**config.mk**
```make
export PLATFORM = sky130hd
export DESIGN_NAME = gpio_setclr_bank
export DESIGN_NICKNAME = d
export VERILOG_FILES = /design/src/rtl/gpio_sc_pkg.sv /design/src/rtl/gpio_rst_sync.sv /design/src/rtl/gpio_pad_sync.sv /design/src/rtl/gpio_sc_field.sv /design/src/rtl/gpio_rd_mux.sv /design/src/rtl/gpio_setclr_bank.sv
export SDC_FILE = /design/constraint.sdc
export NUM_CORES = 1
export LEC_CHECK = 0
export ABC_AREA = 0
export BUFFER_PORTS_ARGS = -buffer_cell sky130_fd_sc_hd__buf_2
export CAP_MARGIN = 30
export CORE_UTILIZATION = 52
export DETAILED_ROUTE_END_ITERATION = 10
export MAX_ROUTING_LAYER = met4
export PLACE_DENSITY = 0.78
export REMOVE_ABC_BUFFERS = 1
export SYNTH_ARGS = -nofsm -noshare
export SYNTH_HDL_FRONTEND = slang
export SYNTH_SLANG_ARGS = --single-unit
```
**constraint.sdc**
```tcl
create_clock -name clk -period 19.3 [get_ports clk]
set_clock_uncertainty 0.15 [all_clocks]
set_input_delay 2.895 -clock clk [delete_from_list [all_inputs] [get_ports clk]]
set_output_delay 2.895 -clock clk [all_outputs]
set_load 0.01 [all_outputs]
```
**src/rtl/gpio_sc_pkg.sv**
```systemverilog
package gpio_sc_pkg;

  // Per-line fields, each held in its own set/clear register
  typedef enum logic [2:0] {
    FLD_OUT  = 3'd0,
    FLD_DIR  = 3'd1,
    FLD_IEN  = 3'd2,
    FLD_IMSK = 3'd3,
    FLD_EDGE = 3'd4,
    FLD_POL  = 3'd5,
    FLD_DBNC = 3'd6,
    FLD_DUAL = 3'd7
  } fld_e;

  localparam int NUM_FIELDS = 8;
  localparam int MAP_W      = 12;

  // Clear address sits one word above the set address
  localparam logic [MAP_W-1:0] CLR_STEP   = 12'h004;
  localparam logic [MAP_W-1:0] OFF_DIR_ST = 12'h018;
  localparam logic [MAP_W-1:0] OFF_PINS   = 12'h080;
  localparam logic [MAP_W-1:0] OFF_COMB   = 12'h0A0;
  localparam logic [MAP_W-1:0] OFF_DUAL_ST = 12'h0B8;

  function automatic logic [MAP_W-1:0] set_off(input int f);
    logic [MAP_W-1:0] r;
    case (f)
      0:       r = 12'h000;
      1:       r = 12'h010;
      2:       r = 12'h020;
      3:       r = 12'h030;
      4:       r = 12'h040;
      5:       r = 12'h050;
      6:       r = 12'h060;
      7:       r = 12'h0B0;
      default: r = 12'hFFC;
    endcase
    return r;
  endfunction

  function automatic logic [MAP_W-1:0] clr_off(input int f);
    return set_off(f) + CLR_STEP;
  endfunction

endpackage

```
**src/rtl/gpio_rst_sync.sv**
```systemverilog
module gpio_rst_sync (
  input  logic clk,
  input  logic arst_n,
  output logic srst_n
);
  logic [1:0] stg_q;
  logic [1:0] stg_d;

  always_comb begin
    stg_d = {stg_q[0], 1'b1};
  end

  always_ff @(posedge clk or negedge arst_n) begin
    if (!arst_n) stg_q <= 2'b00;
    else         stg_q <= stg_d;
  end

  assign srst_n = stg_q[1];
endmodule

```
**src/rtl/gpio_pad_sync.sv**
```systemverilog
module gpio_pad_sync #(
  parameter int W = 32
) (
  input  logic         clk,
  input  logic         rst_n,
  input  logic [W-1:0] raw,
  output logic [W-1:0] synced
);
  logic [W-1:0] meta_q, sync_q;
  logic [W-1:0] meta_d, sync_d;

  always_comb begin
    meta_d = raw;
    sync_d = meta_q;
  end

  always_ff @(posedge clk or negedge rst_n) begin
    if (!rst_n) begin
      meta_q <= '0;
      sync_q <= '0;
    end else begin
      meta_q <= meta_d;
      sync_q <= sync_d;
    end
  end

  assign synced = sync_q;
endmodule

```
**src/rtl/gpio_sc_field.sv**
```systemverilog
module gpio_sc_field #(
  parameter int W = 32
) (
  input  logic         clk,
  input  logic         rst_n,
  input  logic         set_en,
  input  logic         clr_en,
  input  logic [W-1:0] bits,
  output logic [W-1:0] q
);
  logic [W-1:0] q_r;
  logic [W-1:0] q_d;
  logic         q_en;

  always_comb begin
    q_en = set_en | clr_en;
    q_d  = q_r;
    if (set_en) q_d = q_d | bits;
    if (clr_en) q_d = q_d & ~bits;
  end

  always_ff @(posedge clk or negedge rst_n) begin
    if (!rst_n)    q_r <= '0;
    else if (q_en) q_r <= q_d;
  end

  assign q = q_r;
endmodule

```
**src/rtl/gpio_rd_mux.sv**
```systemverilog
module gpio_rd_mux
  import gpio_sc_pkg::*;
#(
  parameter int NUM_LINES = 32,
  parameter int DATA_W    = 32,
  parameter int ADDR_W    = 12
) (
  input  logic [ADDR_W-1:0]    addr,
  input  logic [NUM_LINES-1:0] dir,
  input  logic [NUM_LINES-1:0] dual,
  input  logic [NUM_LINES-1:0] pins,
  input  logic                 comb,
  output logic [DATA_W-1:0]    data
);
  always_comb begin
    data = '0;
    if (addr == ADDR_W'(OFF_DIR_ST))       data = DATA_W'(dir);
    else if (addr == ADDR_W'(OFF_DUAL_ST)) data = DATA_W'(dual);
    else if (addr == ADDR_W'(OFF_PINS))    data = DATA_W'(pins);
    else if (addr == ADDR_W'(OFF_COMB))    data = DATA_W'(comb);
  end
endmodule

```
**src/rtl/gpio_setclr_bank.sv**
```systemverilog
module gpio_setclr_bank
  import gpio_sc_pkg::*;
#(
  parameter int NUM_LINES = 32,
  parameter int DATA_W    = 32,
  parameter int ADDR_W    = 12
) (
  input  logic                 clk,
  input  logic                 rst_n,
  input  logic [ADDR_W-1:0]    bus_addr,
  input  logic                 bus_wr,
  input  logic [DATA_W-1:0]    bus_wdata,
  input  logic                 bus_rd,
  output logic [DATA_W-1:0]    bus_rdata,
  input  logic [NUM_LINES-1:0] pad_in,
  output logic [NUM_LINES-1:0] pad_out,
  output logic [NUM_LINES-1:0] pad_oe,
  output logic [NUM_LINES-1:0] cfg_irq_en,
  output logic [NUM_LINES-1:0] cfg_irq_mask,
  output logic [NUM_LINES-1:0] cfg_edge,
  output logic [NUM_LINES-1:0] cfg_pol,
  output logic [NUM_LINES-1:0] cfg_dbnc,
  output logic [NUM_LINES-1:0] cfg_dual,
  output logic                 comb_unmask
);
  logic                                   rst_sync_n;
  logic [NUM_FIELDS-1:0]                  set_hit, clr_hit;
  logic [NUM_FIELDS-1:0][NUM_LINES-1:0]   fld_q;
  logic [NUM_LINES-1:0]                   line_bits;
  logic [NUM_LINES-1:0]                   pins_s;
  logic                                   comb_q, comb_d, comb_en;
  logic [DATA_W-1:0]                      rd_val, rdata_q, rdata_d;

  gpio_rst_sync u_rst (
    .clk    (clk),
    .arst_n (rst_n),
    .srst_n (rst_sync_n)
  );

  gpio_pad_sync #(.W(NUM_LINES)) u_pads (
    .clk    (clk),
    .rst_n  (rst_sync_n),
    .raw    (pad_in),
    .synced (pins_s)
  );

  assign line_bits = bus_wdata[NUM_LINES-1:0];

  for (genvar f = 0; f < NUM_FIELDS; f++) begin : g_fld
    assign set_hit[f] = bus_wr && (bus_addr == ADDR_W'(set_off(f)));
    assign clr_hit[f] = bus_wr && (bus_addr == ADDR_W'(clr_off(f)));

    gpio_sc_field #(.W(NUM_LINES)) u_fld (
      .clk    (clk),
      .rst_n  (rst_sync_n),
      .set_en (set_hit[f]),
      .clr_en (clr_hit[f]),
      .bits   (line_bits),
      .q      (fld_q[f])
    );
  end

  // Combined interrupt mask: plain single-bit register
  always_comb begin
    comb_en = bus_wr && (bus_addr == ADDR_W'(OFF_COMB));
    comb_d  = bus_wdata[0];
  end

  always_ff @(posedge clk or negedge rst_sync_n) begin
    if (!rst_sync_n)  comb_q <= 1'b0;
    else if (comb_en) comb_q <= comb_d;
  end

  gpio_rd_mux #(
    .NUM_LINES (NUM_LINES),
    .DATA_W    (DATA_W),
    .ADDR_W    (ADDR_W)
  ) u_rd (
    .addr (bus_addr),
    .dir  (fld_q[int'(FLD_DIR)]),
    .dual (fld_q[int'(FLD_DUAL)]),
    .pins (pins_s),
    .comb (comb_q),
    .data (rd_val)
  );

  always_comb begin
    rdata_d = bus_rd ? rd_val : '0;
  end

  always_ff @(posedge clk or negedge rst_sync_n) begin
    if (!rst_sync_n) rdata_q <= '0;
    else             rdata_q <= rdata_d;
  end

  assign bus_rdata    = rdata_q;
  assign pad_out      = fld_q[int'(FLD_OUT)];
  assign pad_oe       = fld_q[int'(FLD_DIR)];
  assign cfg_irq_en   = fld_q[int'(FLD_IEN)];
  assign cfg_irq_mask = fld_q[int'(FLD_IMSK)];
  assign cfg_edge     = fld_q[int'(FLD_EDGE)];
  assign cfg_pol      = fld_q[int'(FLD_POL)];
  assign cfg_dbnc     = fld_q[int'(FLD_DBNC)];
  assign cfg_dual     = fld_q[int'(FLD_DUAL)];
  assign comb_unmask  = comb_q;
endmodule

```
==> metrics.cfg, run 1 <==
[sta]
setup_viol = 0
final.setup.tns_ps = 0
slew_viol_final = 0
period_share = 0.296
tightest_slew_ps = 1030
rsz0062_at_grt = false
fmax_mhz = 175
hold_violations = 0
max_slew_margin = 0.314
fin_crit_ps = 5710

[worst_setup_path]
cpMostUsedCell = buf_4
start_kind = input port
worst_ep_required_time_ps = 19500
slowest_stage = and4_4
cp.arrival_ps = 5910
critPathMaxFanout = 69
criticalPathCategory = in -> reg
worstPathCellList = buf_2 > nor4_4 > buf_4 > and4_4 > buf_4 > nand3_1 > mux2i_1
endpoint_kind = flip-flop
max_stage_delay_ps = 820

[cells_and_area]
num-nets-final = 1723
area_growth_syn_to_layout_pct = 23.7
drive_gt1_frac = 0.280
n_fill_cell = 2245
multi_input_area_um2 = 4810
final_cell_count_no_fill = 2051
seq_area_um2 = 8890
final_cell_area_um2 = 18200

[synth]
synthCells = 1326
synthesis.area_um2 = 14700
synth_ff_type = dfrtp_1
synth.distinct_cells = 35
synth_edf_count = 0
yosysSeqAreaShare = 0.604
avgSynthCellArea_um2 = 11.1
synth-seq-cells = 355
yosys_warnings = 0
async_flop_share = 1.00

[flow_run]
max_cap_violations = 0

[die]
pin_count = 369
start_util = 0.529
die_area_um2 = 28900
dieHeight_um = 170
rows = 61
coreArea_um2 = 27800
die_w_um = 170

[route]
post_drt_wl_per_cell_um = 20.7
dr.pass1.iters = 5
drt_iter0_drc = 937
dr_total_vias = 11794
viasPerCell = 5.75
drcViolationCount = 0
ant_nets = 0
wl_um = 42500

[pwr]
p_per_area_nw_per_um2 = 85.6
report.power.total_w = 0.00156
peakVddDrop_mv = 0.0722
p_leak_nw = 9.83

[cts]
cts_tree = done
cts.sinks = 355
path_clk_slew_ps = 60
ctsHoldBuffers = 0
clock_tree.root_cell = clkbuf_16
cts_buffer_depth = 3
cts_buffers = 37
clock_latency_ps = 520
htreeDepth = 2
cts_resized = 0
postCtsSetupBuffers = 0

[global_routing]
antenna_found_initial = 3
grt_usage = 0.301
grt_max_degree = 97
grt_remaining_overflow = 0
grt_pass1_vias = 11695
grt_pass1_wl_um = 65000

[min_path]
hold_path.class = reg -> async

[placed_design]
port_buffers = 368
placedCellCount = 1982
place_congestion = 0.853
dp_hpwl_um = 27200
placed_cell_area_um2 = 16900

[run_status]
status = complete, no violations

-- layout by cell type (no fill, tap or decap), types with 2 or more instances in the layout --
cell type and count:
clkbuf_1 5, bufinv_16 2, clkinv_2 8, nand4_1 33
o21ai_1 124, clkbuf_8 10, buf_12 2, diode_2 3
nand4b_1 30, nand4_4 2, clkbuf_16 39, a31oi_1 30
buf_4 15, nor2_1 6, nand2_1 65, o31ai_1 95
nor4b_4 2, dfrtp_1 354, nand3_1 128, buf_2 367
buf_16 5, nor2b_4 3, mux2i_1 161, inv_1 161
-- cells by family (layout without fill, tap and decap cells) --
group / Yosys count / in the layout / synth area share
flip-flops: 355 / 355 / 0.604
AND/OR/NAND/NOR: 279 / 279 / 0.105
buffers and inverters: 274 / 618 / 0.0730
AO/OA/AOI/OAI: 254 / 254 / 0.106
multiplexers: 163 / 163 / 0.111
other: 1 / 4 / 0.000255
-- worst max-delay path: cells and delay by family --
family / cells / cell delay, ps
muxes: 1 / 160
buffers and inverters: 3 / 1370
and+or+nand+nor: 3 / 1300
-- metrics by stage --
| step | util | hold slack (ps) | setup WS [ps] |
|---|---|---|---|
| final | 0.655 | 20.4 | 13590 |
| after detailed placement | 0.609 | 23.9 | 13180 |
| after CTS | 0.654 | 24.3 | 13710 |
| after floorplan | - | 181 | 8520 |
| after global routing | 0.655 | 33.2 | 13490 |
| after global placement | 0.602 | 181 | 13240 |
-- worst paths after layout --
kind / start / end / slack, ps / depth (start not counted)
hold / removal: u_rst.stg_q[1]$_DFF_PN0_ / asynchronous set/reset pin / 20 / 0
max in group asynchronous: u_rst.stg_q[1]$_DFF_PN0_ / asynchronous set/reset pin / 16670 / 3
min in group clk: u_pads.meta_q[25]$_DFF_PN0_ / u_pads.synced[25]$_DFF_PN0_ / 190 / 0
setup reg to reg: u_rst.stg_q[1]$_DFF_PN0_ / asynchronous set/reset pin / 16670 / 3
setup / recovery: bus_addr[1] / flip-flop / 13590 / 7
hold reg to reg: u_rst.stg_q[1]$_DFF_PN0_ / asynchronous set/reset pin / 20 / 0
-- power breakdown --
part / total (W) / internal, W / switching [W]
logic: 0.0000752 / 0.0000182 / 0.0000570
clock network: 0.000725 / 0.000434 / 0.000291
registers: 0.000758 / 0.000754 / 0.00000391
-- synthesized netlist by cell type, types with 2 or more instances --
cell	number	area [um2]
a31oi_1	30	188
and4_1	2	17.5
buf_1	9	33.8
buf_2	17	85.1
buf_4	6	45.0
clkbuf_1	81	304
dfrtp_1	355	8880
inv_1	161	604
mux2i_1	161	1610
nand2_1	65	244
nand3_1	128	641
nand4_1	33	206
nand4_2	2	25.0
nand4b_1	30	263
nor2_1	6	22.5
nor2b_1	4	25.0
o21ai_1	124	621
o31ai_1	95	713
-- layout make-up --
cell class              count  area share
flip-flops and latches    355       0.489
multi-input cells         697       0.265
repair buffers            391       0.118
clock buffers              54      0.0623
inverters                 161      0.0332
well taps                 378      0.0260
clock inverters            12     0.00640
diodes                      3    0.000413
-- metal layers --
| layer | up-vias | GRT usage | wire [um] |
|---|---|---|---|
| met1 | 5859 | 0.389 | 17400 |
| li1 | 5248 | - | - |
| met4 | 0 | 0.129 | 1720 |
| met3 | 126 | 0.0681 | 3620 |
| met5 | - | - | 0 |
| met2 | 561 | 0.459 | 19800 |
No activity file was read; power rests on OpenSTA's default activity.
==> inputs of run 2 (changes only) <==
- CORE_UTILIZATION: 52 -> 48
- PLACE_DENSITY: 0.78 -> 0.76
- clock period: 19.3 -> 5 ns (I/O delays scaled with it)
==> run 2 against run 1 <==
Net effect:
- sequential power increased to 3.9 times the previous value
- routed wire length grew 0.51%
- utilization decreased by 4.6 points
- register-to-register slack worse by 13000 ps
- global-route usage is 2.3 points lower
- cell count grew 0.83%
- die area increased by 8.2%
- final area about the same
- count of clock-buffer cells in the layout increased by 9
- flip-flop and latch count unchanged
==> metrics.cfg, run 2 (same netlist as run 1, synthesis figures left out) <==
[pwr]
p_leak_nw = 9.81  ; was 9.83 nW
peakVddDrop_mv = 0.227  ; was 0.0722 mV
p_per_area_nw_per_um2 = 333  ; was 85.6 nW/um2

[cts]
path_clk_slew_ps = 60  ; about the same
cts_buffer_depth = 3  ; unchanged
clock_tree.root_cell = clkbuf_16  ; unchanged
postCtsSetupBuffers = 0  ; unchanged
clock_latency_ps = 510  ; was 520 ps
cts_resized = 0  ; unchanged
cts_buffers = 39  ; was 37
cts.sinks = 355  ; unchanged
ctsHoldBuffers = 1  ; was 0
cts_tree = done  ; unchanged
htreeDepth = 2  ; unchanged

[sta]
tightest_slew_ps = 957  ; was 1030 ps
fmax_mhz = 314
setup_viol = 0  ; unchanged
fin_crit_ps = 3190
fin_ws_ps = 1810  ; was 13590 ps
max_slew_margin = 0.362  ; was 0.314
hold_violations = 0  ; unchanged
rsz0062_at_grt = false  ; unchanged
period_share = 0.638
slew_viol_final = 0  ; unchanged

[worst_setup_path]
criticalPathCategory = in -> reg  ; unchanged
slowest_stage = and4_4  ; unchanged
r2r-start = u_rst.stg_q[1]$_DFF_PN0_  ; unchanged
reg2reg_depth = 1  ; was 3
worstPathCellList = buf_2 > nor4_4 > buf_4 > and4_4 > buf_12 > nand3_1 > mux2i_1  ; was buf_2 > nor4_4 > buf_4 > and4_4 > buf_4 > nand3_1 > mux2i_1
cp.arrival_ps = 3370  ; was 5910 ps
cp-startpoint = bus_addr[1]  ; unchanged
critPathTopFamily = simple AND/OR/NAND/NOR gates  ; was buffers and inverters
crit_buf_inv = 3  ; unchanged
endpoint_kind = flip-flop  ; unchanged
critPathMaxFanout = 73  ; was 69
start_kind = input port  ; unchanged
max_stage_delay_ps = 800  ; was 820 ps
worst_ep_required_time_ps = 5190  ; was 19500 ps
ff2ff_setup_slack_ps = 3250  ; was 16670 ps

[die]
die_w_um = 177  ; was 170 um
start_util = 0.492  ; was 0.529
pin_count = 369  ; unchanged
die_area_um2 = 31300  ; was 28900 um2
coreArea_um2 = 29900  ; was 27800 um2
dieHeight_um = 177  ; was 170 um
rows = 63  ; was 61

[cells_and_area]
drive_gt1_frac = 0.277  ; was 0.280
final_cell_area_um2 = 18200  ; about the same
mostFrequentLayoutCells = buf_2 (367), dfrtp_1 (354), inv_1 (161), mux2i_1 (161), nand3_1 (128)  ; unchanged
n_fill_cell = 2482  ; was 2245
layout_commonest_cell = buf_2  ; unchanged
area_growth_syn_to_layout_pct = 23.7  ; about the same
num-nets-final = 1724  ; was 1723

[placed_design]
placed_cell_area_um2 = 16800  ; was 16900 um2
dp_hpwl_um = 26300  ; was 27200 um
pre_cts_ws_ps = 1390  ; was 13180 ps
port_buffers = 368  ; unchanged
place_congestion = 0.800  ; was 0.853

[run_status]
status = complete, no violations  ; unchanged

[route]
dr.pass1.iters = 7  ; was 5
ant_nets = 0  ; unchanged
drt_iter0_drc = 968  ; was 937
wl_um = 42700  ; was 42500 um
viasPerCell = 5.66  ; was 5.75
dr_total_vias = 11714  ; was 11794
drcViolationCount = 0  ; unchanged
post_drt_wl_per_cell_um = 20.7  ; about the same

[global_routing]
antenna_found_initial = 6  ; was 3
grt_pass1_vias = 11784  ; was 11695
grt_remaining_overflow = 0  ; unchanged
grt_max_degree = 129  ; was 97
grt_usage = 0.278  ; was 0.301
grt_pass1_wl_um = 65400  ; was 65000 um

[min_path]
hold_depth = 1
min_to = u_pads.meta_q[4]$_DFF_PN0_
hold_path.class = in -> reg  ; was reg -> async
hold_path.startpoint = pad_in[4]

[flow_run]
max_cap_violations = 0  ; unchanged

run 2: cell types whose count changed in the layout (fill, tap and decap cells not counted), sizes merged, moves of 2 or more:
cell | previous run | this run
diode | 3 | 6
clkbuf | 54 | 63
buf | 391 | 389
clkinv | 8 | 3
run 2: stage by stage:
step / std cells / hold WS (ps) / total power (W) / setup TNS, ps / util
final: 2068 / 190 / 0.00606 / 0 / 0.608
after global routing: 2068 / 167 / 0.00623 / 0 / 0.608
after CTS: 2061 / 170 / 0.00609 / 0 / 0.607
after detailed placement: 1991 / 185 / 0.00326 / 0 / 0.564
after global placement: 1990 / 182 / 0.00325 / 0 / 0.563
after floorplan: 1213 / 181 / 0.00308 / -2146310 / -
run 2: layout make-up:
cell class / count / area [um2] / area share
Clock buffer: 63 / 1220 / 0.0671
Timing Repair Buffer: 390 / 2090 / 0.115
Inverter: 161 / 604 / 0.0333
Antenna cell: 6 / 15.0 / 0.000826
Clock inverter: 6 / 65.1 / 0.00358
Tap cell: 390 / 488 / 0.0269
Sequential cell: 355 / 8890 / 0.489
Multi-Input combinational cell: 697 / 4810 / 0.265
run 2: power breakdown:
part / switching (W) / leakage, nW / internal [W]
Combinational: 0.000211 / 5.21 / 0.0000652
Clock: 0.00113 / 0.634 / 0.00172
Sequential: 0.0000221 / 3.97 / 0.00291
Total: 0.00136 / 9.81 / 0.00469
run 2: how the worst max path moves through the flow:
stage / endpoint / slack, ps / cells past startpoint
floorplan: asynchronous set/reset pin / -5780 / 0
global placement: flip-flop / 1460 / 7
detailed placement: flip-flop / 1390 / 7
CTS: flip-flop / 1900 / 7
global route: flip-flop / 1760 / 7
finish: flip-flop / 1810 / 7
run 2: routing by layer:
metal / vias to the layer above / wire length, um / GRT usage / share of wire
li1: 5249 / - / - / -
met1: 5838 / 17600 / 0.351 / 0.41
met2: 524 / 20500 / 0.430 / 0.48
met3: 103 / 3210 / 0.0606 / 0.075
met4: 0 / 1370 / 0.122 / 0.032
met5: - / 0 / - / 0
